### src/rtl/host_sup_pkg.sv
package host_sup_pkg;
  localparam logic [7:0] SYNC_HI  = 8'hFF;
  localparam logic [7:0] SYNC_LO  = 8'h00;
  localparam logic [7:0] OP_RUN   = 8'h01;
  localparam logic [7:0] OP_TEST  = 8'h02;
  localparam logic [7:0] OP_SHUT  = 8'h03;
  localparam logic [7:0] OP_STAT  = 8'h04;
  localparam logic [7:0] RPL_PASS = 8'h4F;
  localparam logic [7:0] RPL_FAIL = 8'h45;
  localparam logic [3:0] STAT_TAG = 4'hA;

  typedef enum logic [2:0] {
    S_BOOT, S_PWRUP, S_MAIN, S_RUN, S_TEST, S_STAT, S_SHUT
  } sup_state_e;

  typedef enum logic [1:0] {F_SEEK_HI, F_SEEK_LO, F_SEEK_OP} frm_state_e;

  typedef enum logic [1:0] {C_RUN, C_TEST, C_SHUT, C_STAT} cmd_e;
endpackage

### src/rtl/sup_frame_detect.sv
module sup_frame_detect
  import host_sup_pkg::*;
(
  input  logic       clk_i,
  input  logic       rst_ni,
  input  logic       en_i,
  input  logic       byte_valid_i,
  input  logic [7:0] byte_i,
  output logic       hit_o,
  output cmd_e       cmd_o
);
  frm_state_e st_q, st_d;

  always_comb begin
    st_d  = st_q;
    hit_o = 1'b0;
    cmd_o = C_RUN;
    if (!en_i) begin
      st_d = F_SEEK_HI;
    end else if (byte_valid_i) begin
      if (byte_i == SYNC_HI) begin
        st_d = F_SEEK_LO;  // resync at any position
      end else begin
        case (st_q)
          F_SEEK_LO: st_d = (byte_i == SYNC_LO) ? F_SEEK_OP : F_SEEK_HI;
          F_SEEK_OP: begin
            st_d = F_SEEK_HI;
            case (byte_i)
              OP_RUN:  begin hit_o = 1'b1; cmd_o = C_RUN;  end
              OP_TEST: begin hit_o = 1'b1; cmd_o = C_TEST; end
              OP_SHUT: begin hit_o = 1'b1; cmd_o = C_SHUT; end
              OP_STAT: begin hit_o = 1'b1; cmd_o = C_STAT; end
              default: ;
            endcase
          end
          default: st_d = F_SEEK_HI;
        endcase
      end
    end
  end

  always_ff @(posedge clk_i or negedge rst_ni) begin
    if (!rst_ni) st_q <= F_SEEK_HI;
    else         st_q <= st_d;
  end

  a_r4_resync: assert property (@(posedge clk_i) disable iff (!rst_ni)
    en_i && byte_valid_i && byte_i == SYNC_HI |=> st_q == F_SEEK_LO);

  a_r11_idle_when_off: assert property (@(posedge clk_i) disable iff (!rst_ni)
    !en_i |=> st_q == F_SEEK_HI);

  a_r11_no_hit_when_off: assert property (@(posedge clk_i) disable iff (!rst_ni)
    !en_i |-> !hit_o);
endmodule

### src/rtl/sup_watchdog.sv
module sup_watchdog #(
  parameter int unsigned W = 16
) (
  input  logic         clk_i,
  input  logic         rst_ni,
  input  logic         en_i,
  input  logic         clr_i,
  input  logic [W-1:0] limit_i,
  output logic         expire_o
);
  logic [W-1:0] cnt_q;

  assign expire_o = en_i && !clr_i && (cnt_q == limit_i);

  always_ff @(posedge clk_i or negedge rst_ni) begin
    if (!rst_ni)               cnt_q <= '0;
    else if (!en_i || clr_i)   cnt_q <= '0;
    else if (!expire_o)        cnt_q <= cnt_q + 1'b1;
  end

  a_r9_cnt_bound: assert property (@(posedge clk_i) disable iff (!rst_ni)
    en_i |-> cnt_q <= limit_i);

  a_r9_restart: assert property (@(posedge clk_i) disable iff (!rst_ni)
    clr_i |=> cnt_q == '0);
endmodule

### src/rtl/sup_reply.sv
module sup_reply
  import host_sup_pkg::*;
(
  input  logic       clk_i,
  input  logic       rst_ni,
  input  logic       send_result_i,
  input  logic       result_pass_i,
  input  logic       send_status_i,
  input  logic [3:0] flags_i,
  output logic       tx_valid_o,
  output logic [7:0] tx_data_o
);
  always_ff @(posedge clk_i or negedge rst_ni) begin
    if (!rst_ni) begin
      tx_valid_o <= 1'b0;
      tx_data_o  <= '0;
    end else begin
      tx_valid_o <= send_result_i || send_status_i;
      if (send_result_i)      tx_data_o <= result_pass_i ? RPL_PASS : RPL_FAIL;
      else if (send_status_i) tx_data_o <= {STAT_TAG, flags_i};
    end
  end

  a_r6_single_source: assert property (@(posedge clk_i) disable iff (!rst_ni)
    !(send_result_i && send_status_i));
endmodule

### src/rtl/host_cmd_supervisor.sv
module host_cmd_supervisor
  import host_sup_pkg::*;
#(
  parameter int unsigned WDT_W = 16
) (
  input  logic             clk_i,
  input  logic             rst_ni,
  input  logic             link_ready_i,
  input  logic             pwr_up_done_i,
  input  logic             pwr_dn_done_i,
  input  logic             rx_valid_i,
  input  logic [7:0]       rx_data_i,
  input  logic             wdt_clr_i,
  input  logic [WDT_W-1:0] wdt_limit_i,
  input  logic             run_done_i,
  input  logic             test_done_i,
  input  logic             test_pass_i,
  output logic             pwr_up_req_o,
  output logic             pwr_dn_req_o,
  output logic             run_o,
  output logic             run_valid_o,
  output logic [7:0]       run_data_o,
  output logic             test_start_o,
  output logic             tx_valid_o,
  output logic [7:0]       tx_data_o
);
  sup_state_e state_q, state_d;
  logic amps_q, fired_q, tok_q;
  logic hit, wdt_en, wdt_exp;
  cmd_e cmd;

  assign wdt_en = amps_q && (state_q == S_MAIN || state_q == S_RUN);

  sup_frame_detect u_frame (
    .clk_i        (clk_i),
    .rst_ni       (rst_ni),
    .en_i         (state_q == S_MAIN),
    .byte_valid_i (rx_valid_i),
    .byte_i       (rx_data_i),
    .hit_o        (hit),
    .cmd_o        (cmd)
  );

  sup_watchdog #(.W(WDT_W)) u_wdt (
    .clk_i    (clk_i),
    .rst_ni   (rst_ni),
    .en_i     (wdt_en),
    .clr_i    (wdt_clr_i),
    .limit_i  (wdt_limit_i),
    .expire_o (wdt_exp)
  );

  sup_reply u_reply (
    .clk_i         (clk_i),
    .rst_ni        (rst_ni),
    .send_result_i (state_q == S_TEST && test_done_i),
    .result_pass_i (test_pass_i),
    .send_status_i (state_q == S_STAT),
    .flags_i       ({1'b0, amps_q, fired_q, tok_q}),
    .tx_valid_o    (tx_valid_o),
    .tx_data_o     (tx_data_o)
  );

  always_comb begin
    state_d = state_q;
    case (state_q)
      S_BOOT:  if (link_ready_i) state_d = S_PWRUP;
      S_PWRUP: if (pwr_up_done_i) state_d = S_MAIN;
      S_MAIN: begin
        if (wdt_exp) state_d = S_SHUT;  // expiry beats dispatch
        else if (hit) begin
          case (cmd)
            C_RUN:   state_d = S_RUN;
            C_TEST:  state_d = S_TEST;
            C_SHUT:  state_d = S_SHUT;
            default: state_d = S_STAT;
          endcase
        end
      end
      S_RUN: begin
        if (wdt_exp)                       state_d = S_SHUT;
        else if (run_done_i || wdt_clr_i)  state_d = S_MAIN;
      end
      S_TEST:  if (test_done_i) state_d = S_MAIN;
      S_STAT:  state_d = S_MAIN;
      S_SHUT:  if (pwr_dn_done_i) state_d = S_MAIN;
      default: state_d = S_BOOT;
    endcase
  end

  always_ff @(posedge clk_i or negedge rst_ni) begin
    if (!rst_ni) begin
      state_q <= S_BOOT;
      amps_q  <= 1'b0;
      fired_q <= 1'b0;
      tok_q   <= 1'b0;
    end else begin
      state_q <= state_d;
      if (state_q == S_PWRUP && pwr_up_done_i) begin
        amps_q  <= 1'b1;
        fired_q <= 1'b0;
      end else if (wdt_exp) begin
        fired_q <= 1'b1;
      end
      if (state_q == S_SHUT && pwr_dn_done_i) amps_q <= 1'b0;
      if (state_q == S_TEST && test_done_i)   tok_q  <= test_pass_i;
    end
  end

  assign pwr_up_req_o = (state_q == S_PWRUP);
  assign pwr_dn_req_o = (state_q == S_SHUT);
  assign run_o        = (state_q == S_RUN);
  assign test_start_o = (state_q == S_TEST);
  assign run_valid_o  = run_o && rx_valid_i;
  assign run_data_o   = rx_data_i;

  a_r1_boot_wait: assert property (@(posedge clk_i) disable iff (!rst_ni)
    state_q == S_BOOT && !link_ready_i |=> state_q == S_BOOT);

  a_r1_req_excl: assert property (@(posedge clk_i) disable iff (!rst_ni)
    $onehot0({pwr_up_req_o, pwr_dn_req_o, run_o, test_start_o}));

  a_r5_run_exit: assert property (@(posedge clk_i) disable iff (!rst_ni)
    state_q == S_RUN && !wdt_exp && (run_done_i || wdt_clr_i) |=> state_q == S_MAIN);

  a_r6_result_reply: assert property (@(posedge clk_i) disable iff (!rst_ni)
    state_q == S_TEST && test_done_i |=> tx_valid_o && (tx_data_o == RPL_PASS || tx_data_o == RPL_FAIL));

  a_r7_status_reply: assert property (@(posedge clk_i) disable iff (!rst_ni)
    state_q == S_STAT |=> tx_valid_o && tx_data_o[7:4] == STAT_TAG);

  a_r8_amps_off: assert property (@(posedge clk_i) disable iff (!rst_ni)
    state_q == S_SHUT && pwr_dn_done_i |=> !amps_q);

  a_r9_expiry_shut: assert property (@(posedge clk_i) disable iff (!rst_ni)
    wdt_exp |=> state_q == S_SHUT && fired_q);

  a_r10_clr_wins: assert property (@(posedge clk_i) disable iff (!rst_ni)
    wdt_clr_i |-> !wdt_exp);
endmodule

### config.mk
export PLATFORM = sky130hd
export DESIGN_NAME = host_cmd_supervisor
export DESIGN_NICKNAME = d
export VERILOG_FILES = /design/src/rtl/host_sup_pkg.sv /design/src/rtl/sup_frame_detect.sv /design/src/rtl/sup_watchdog.sv /design/src/rtl/sup_reply.sv /design/src/rtl/host_cmd_supervisor.sv
export SDC_FILE = /design/constraint.sdc
export NUM_CORES = 1
export LEC_CHECK = 0
export ABC_CLOCK_PERIOD_IN_PS = 3700
export BUFFER_PORTS_ARGS = -buffer_cell sky130_fd_sc_hd__buf_2
export CORE_MARGIN = 10
export CORE_UTILIZATION = 26
export DETAILED_ROUTE_END_ITERATION = 16
export MAX_ROUTING_LAYER = met4
export SETUP_SLACK_MARGIN = 0.5
export SYNTH_ARGS = -nofsm -noshare
export SYNTH_HDL_FRONTEND = slang
export SYNTH_HIERARCHICAL = 1
export SYNTH_SLANG_ARGS = --single-unit
### constraint.sdc
create_clock -name clk_i -period 3.7 [get_ports clk_i]
set_clock_uncertainty 0.05 [all_clocks]
set_input_delay 0.37 -clock clk_i [delete_from_list [all_inputs] [get_ports clk_i]]
set_output_delay 0.37 -clock clk_i [all_outputs]
set_load 0.02 [all_outputs]
**Word level (Yosys, flattened, before mapping)**

Cells that the tools add are included.

- Flip-flop bits (word level): 33
- Word-level logic and storage cells: 88

- Add/sub/neg operators: 1
- Equal/unequal tests: 24
- Mux-type cells: 34
- Reductions and logical operators: 21

Operators by type and width:

| kind | count |
|---|---|
| 2-to-1 mux 16 bit | 2 |
| 2-to-1 mux 3 bit | 8 |
| case mux 3 bit (7 select lines) | 1 |
| 2-to-1 mux 2 bit | 9 |
| adder 16 x 1 -> 16 bit, second input constant | 1 |
| == test 16 bit | 1 |
| == test 8 x 2 -> 1 bit, second input constant | 2 |
| 2-to-1 mux 8 bit | 2 |
| inequality test 2 bit, second input constant | 6 |
| == test 3 bit, second input constant | 3 |
| 2-to-1 mux 1 bit | 9 |
| case mux 3 bit (3 select lines) | 1 |
| == test 8 x 1 -> 1 bit, second input constant | 1 |
| == test 8 x 3 -> 1 bit, second input constant | 1 |
| == test 8 bit, second input constant | 1 |
| zero test 8 bit | 1 |
| logical AND 1 bit | 7 |
| == test 3 x 2 -> 1 bit, second input constant | 2 |
| case mux 2 bit (3 select lines) | 1 |
| AND reduction 6 bit | 1 |
| nonzero test 2 bit | 3 |
| == test 2 x 1 -> 1 bit, second input constant | 2 |
| == test 2 bit, second input constant | 2 |
| logical OR 1 bit | 4 |
| other kinds (8) | 9 |

**Longest topological paths before layout**

- Depth after elaboration: 11
- Depth in mapped cells: 11

**Cells and area by module**

The synthesis kept the hierarchy.

By module, submodules not included:

| module | times used | cells each | area each (um2) |
|---|---|---|---|
| sup_watchdog | 1 | 142 | 1236.2 |
| host_cmd_supervisor | 1 | 59 | 538.0 |
| sup_reply | 1 | 24 | 314.1 |
| sup_frame_detect | 1 | 24 | 206.4 |

**Least setup slack after synthesis**

No wires, ideal clock.

- Kind: flip-flop to flip-flop
- From: register state_q[2]
- To: register state_q[1]
- Setup time: 125 ps
- Arrival time: 2406 ps
- Required time: 3525 ps
- Path slack: 1119 ps
- Cell stages (with the launch flop): 9
- Cells stage by stage: dfrtp_1 -> nand2b_4 -> nor2_1 -> nor2b_1 -> clkbuf_1 -> nand2_1 -> nor4_1 -> o311ai_4 -> mux2_4

- Cells in the longest elaborated chain, start to end: 7
- Elaborated cells on any way between the ends: 28
- Classes of those cells: eq/ne: 14; mux: 7; reduce/logical: 7

RTL lines:

| element | line | RTL |
|---|---|---|
| from (decl) | host_cmd_supervisor.sv:27 | `sup_state_e state_q, state_d;` |
| from (signal assigned) | host_cmd_supervisor.sv:98 | `state_q <= state_d;` |
| == test 3 x 2 -> 1 bit | host_cmd_supervisor.sv:32 | `assign wdt_en = amps_q && (state_q == S_MAIN \|\| state_q == S_RUN);` |
| logical OR 1 bit (*) | host_cmd_supervisor.sv:32 |  |
| logical AND 1 bit (*) | host_cmd_supervisor.sv:32 |  |
| net wdt_en | host_cmd_supervisor.sv:29 | `logic hit, wdt_en, wdt_exp;` |
| logical AND 1 bit (*) (2 in a row) | sup_watchdog.sv:13 | `assign expire_o = en_i && !clr_i && (cnt_q == limit_i);` |
| net wdt_exp | host_cmd_supervisor.sv:29 |  |
| inequality test 3 x 2 -> 1 bit (no source line), or another cell as far along | -- |  |
| AND reduction 6 bit (no source line) / case mux 3 bit (7 select lines) (equally long branches) | -- |  |

The timed path passes the listed nets; every way through them passes the cells marked *. The select of a mux whose other input is x is not followed.
A chain may end at the register's enable or synchronous reset.

**Worst setup path after layout**

- From: register u_wdt.cnt_q[5]
- To: register u_wdt.cnt_q[0]

- Cells in the longest elaborated chain, start to end: 3

RTL lines:

| element | line | RTL |
|---|---|---|
| from (decl) | sup_watchdog.sv:11 | `logic [W-1:0] cnt_q;` |
| from (signal assigned) | sup_watchdog.sv:18 | `else if (!expire_o) cnt_q <= cnt_q + 1'b1;` |
| == test 16 bit | sup_watchdog.sv:13 |  |
| logical AND 1 bit | sup_watchdog.sv:13 |  |
| inequality test 2 bit (no source line) | -- |  |

No other way between the ends.

==> impl_metrics.tcl <==
set metrics [dict create \
    status "finished clean" \
    rows 34 \
    syn_to_final_growth_pct 17.3 \
    max-vdd-ir-drop_mv 0.135 \
    rrSetupSlack_ns 1.24 \
    wirelength_um 5900 \
    ant_nets 0 \
    gp_congestion 0.787 \
    p_per_area_nw_per_um2 364 \
    reg2regPathDepth 6 \
    maxCapViolations 0 \
    vias 2020 \
    die_h_um 114 \
    drv_slew 0 \
    die_area_um2 13000 \
    startpoint_type "flop" \
    cts_hold_buf 0 \
    cts_max_level 2 \
    dp_cells 392 \
    fmaxAchievable_mhz 407 \
    syn_inst 249 \
    ys_ff_latch 31 \
    cp.depth 6 \
    clock_latency_ns 0.29 \
    synth_top_area_share_pct 33.8 \
    clk_path_buf_depth 2 \
    final-instance-count-excl-fill 400 \
    hold_ws_ns 0.0870 \
    ios 56 \
    pwr-share-clk_pct 35.4 \
    synth.area.top_cells "dfrtp_1 34%, o41ai_1 4.2%, buf_4 3.9%, a31oi_1 3.5%, xnor2_1 3.4%" \
    grt_pass1_vias 1970 \
    crit_buf_inv 1 \
    total_power_uw 980 \
    critical_path.slowest_cell "or4_4" \
    start_util_pct 26.6 \
    slew_headroom_pct 52.9 \
    grt_max_degree 32 \
    power_leakage_nw 1.25 \
    gr-total-overflow 0 \
    core_area_um2 8640 \
    final_nets 327 \
    finalCritPeriodShare_pct 66.4 \
    syn-cell-area_um2 2290 \
    clk_pin_slew_ns 0.07 \
    rsz0062_at_grt "no" \
    cp-end-kind "flop" \
    cts_resized 0 \
    p_int_uw 670 \
    die_w_um 114 \
    antenna_found_initial 0 \
    hold_path_class "in -> async" \
    worstSetupPathType "reg -> reg" \
    synthesis.nets 285 \
    yosysSeqAreaShare_pct 33.8 \
    tns_ns 0 \
    sw_frac_of_total_pct 31.6 \
    clkSinkCount 31 \
    viasPerCell 5.05 \
    cts_buffers 5 \
    drt_pass1_iterations 4 \
    hold_viol_final 0 \
    cpLargestDelayFamily "simple AND/OR/NAND/NOR gates" \
    grt_pass1_wl_um 9850 \
    n_antenna_cell 0 \
    final_util_pct 31.2 \
    p_comb_share_pct 24.3 \
    required_ns 3.81 \
    avgSynthCellArea_um2 9.22 \
    drive_gt1_share_pct 32.2 \
    cts-root-buf "clkbuf_8" \
    cp_slowest_stage_delay_ns 0.55 \
    synth_edf_count 0 \
    drtIter0Drc 244 \
    routedWlPerCell_um 14.7 \
    tightest_slew_ns 0.706 \
    critPathMaxFanout 17 \
    io_buffers 54 \
    setup_viol 0 \
    synth_ff_type "dfrtp_1" \
    grt_usage_pct 9.29 \
    drcViolationCount 0 \
    synthArstFlopShare_pct 100 \
    cts_tree "yes" \
    seq_power_share_pct 40.3 \
    p_sw_uw 309 \
    synthDistinctLibCells 60 \
    yosys_warnings 6 \
    yosysTopAreaCell "dfrtp_1" \
    dp.final_hpwl_um 4590 \
    finalCriticalPeriod_ns 2.46 \
    arrival_ns 2.57 \
    cts_setup_buffers 0 \
    worstPathCellList "xor2_1 > or4_4 > nor3_4 > buf_4 > and2_1 > mux2_1" \
]
## cell usage in the layout, fill, tap and decap left out, types with 4 or more instances in the layout
cell	instances
a21oi_1	7
a31oi_1	13
and2_1	4
and3_1	9
buf_2	54
buf_4	6
clkbuf_8	6
dfrtp_1	31
inv_1	8
mux2_4	4
nand2_1	17
nand3_1	8
nand4_1	8
nor2_1	18
nor2b_1	5
nor4_1	4
o21ai_0	4
o41ai_1	11
xnor2_1	9
xor2_1	9
## worst paths after layout
check | startpoint | end
setup / recovery | u_wdt/cnt_q[5] | u_wdt/cnt_q[0]
hold / removal | rst_ni | u_frame/st_q[1]
setup reg to reg | u_wdt/cnt_q[5] | u_wdt/cnt_q[0]
hold reg to reg | u_reply/tx_data_o[6] | u_reply/tx_data_o[6]
max in group asynchronous | rst_ni | u_wdt/cnt_q[15]
min in group clk_i | pwr_dn_done_i | amps_q
## worst register-to-register path: stages (launching register included)
cell     delay [ns]
dfrtp_1        0.46
xor2_1         0.21
or4_4          0.55
nor3_4         0.16
buf_4          0.24
and2_1         0.31
mux2_1         0.35
## logic make-up after synthesis
logic type      after synthesis  share of synthesized area, %
xor+xnor                     18                          6.87
simple gates                105                          28.3
other cells                   2                         0.327
flops                        31                          33.8
fa+ha+maj                     2                          1.09
buf+inv                      33                          8.78
compound gates               48                          15.4
mux                          10                          5.40
## power by group through the flow
| stage | combinational (mW) | clock, mW | sequential (mW) |
|---|---|---|---|
| final | 0.238 | 0.347 | 0.395 |
| after CTS | 0.239 | 0.358 | 0.394 |
| after global placement | 0.236 | 0 | 0.400 |
| after global routing | 0.264 | 0.373 | 0.398 |
| after floorplan | 0.193 | 0 | 0.378 |
| after detailed placement | 0.240 | 0 | 0.400 |
## registers in the layout, indices dropped and copies added (netlist names)
register / count
u_wdt/cnt_q: 16
u_reply/tx_data_o: 6
state_q: 3
u_frame/st_q: 2
amps_q: 1
fired_q: 1
tok_q: 1
u_reply/tx_valid_o: 1
## metal layers
layer / track usage, % / vias to the layer above / share of wire (%)
met1: 12.0 / 948 / 45
met3: 3.41 / 6 / 10
met4: 2.01 / 0 / 0.90
met5: - / - / 0
met2: 13.5 / 76 / 44
li1: - / 990 / -
## area by class of cell
class	instances	area, um2
Tap cell	108	135
Clock inverter	2	35.0
Fill cell	941	5940
Multi-Input combinational cell	185	1320
Clock buffer	6	82.6
Sequential cell	31	776
Timing Repair Buffer	60	315
Inverter	8	30.0
## through the flow
step	instance area (um2)	setup slack, ns
floorplan	2290	1.12
global placement	2570	1.32
detailed placement	2570	1.28
CTS	2690	1.26
global route	2690	1.04
finish	2690	1.24
## cell usage after synthesis (7+ instances only)
| cell type | instances |
|---|---|
| a21oi_1 | 7 |
| xor2_1 | 9 |
| inv_1 | 8 |
| o41ai_1 | 11 |
| xnor2_1 | 9 |
| nor2_1 | 18 |
| dfrtp_1 | 31 |
| clkbuf_1 | 7 |
| a31oi_1 | 13 |
| and3_1 | 9 |
| nand4_1 | 8 |
| buf_4 | 12 |
| nand3_1 | 8 |
| nand2_1 | 17 |
Note: power is estimated with default switching activity, not from simulation.
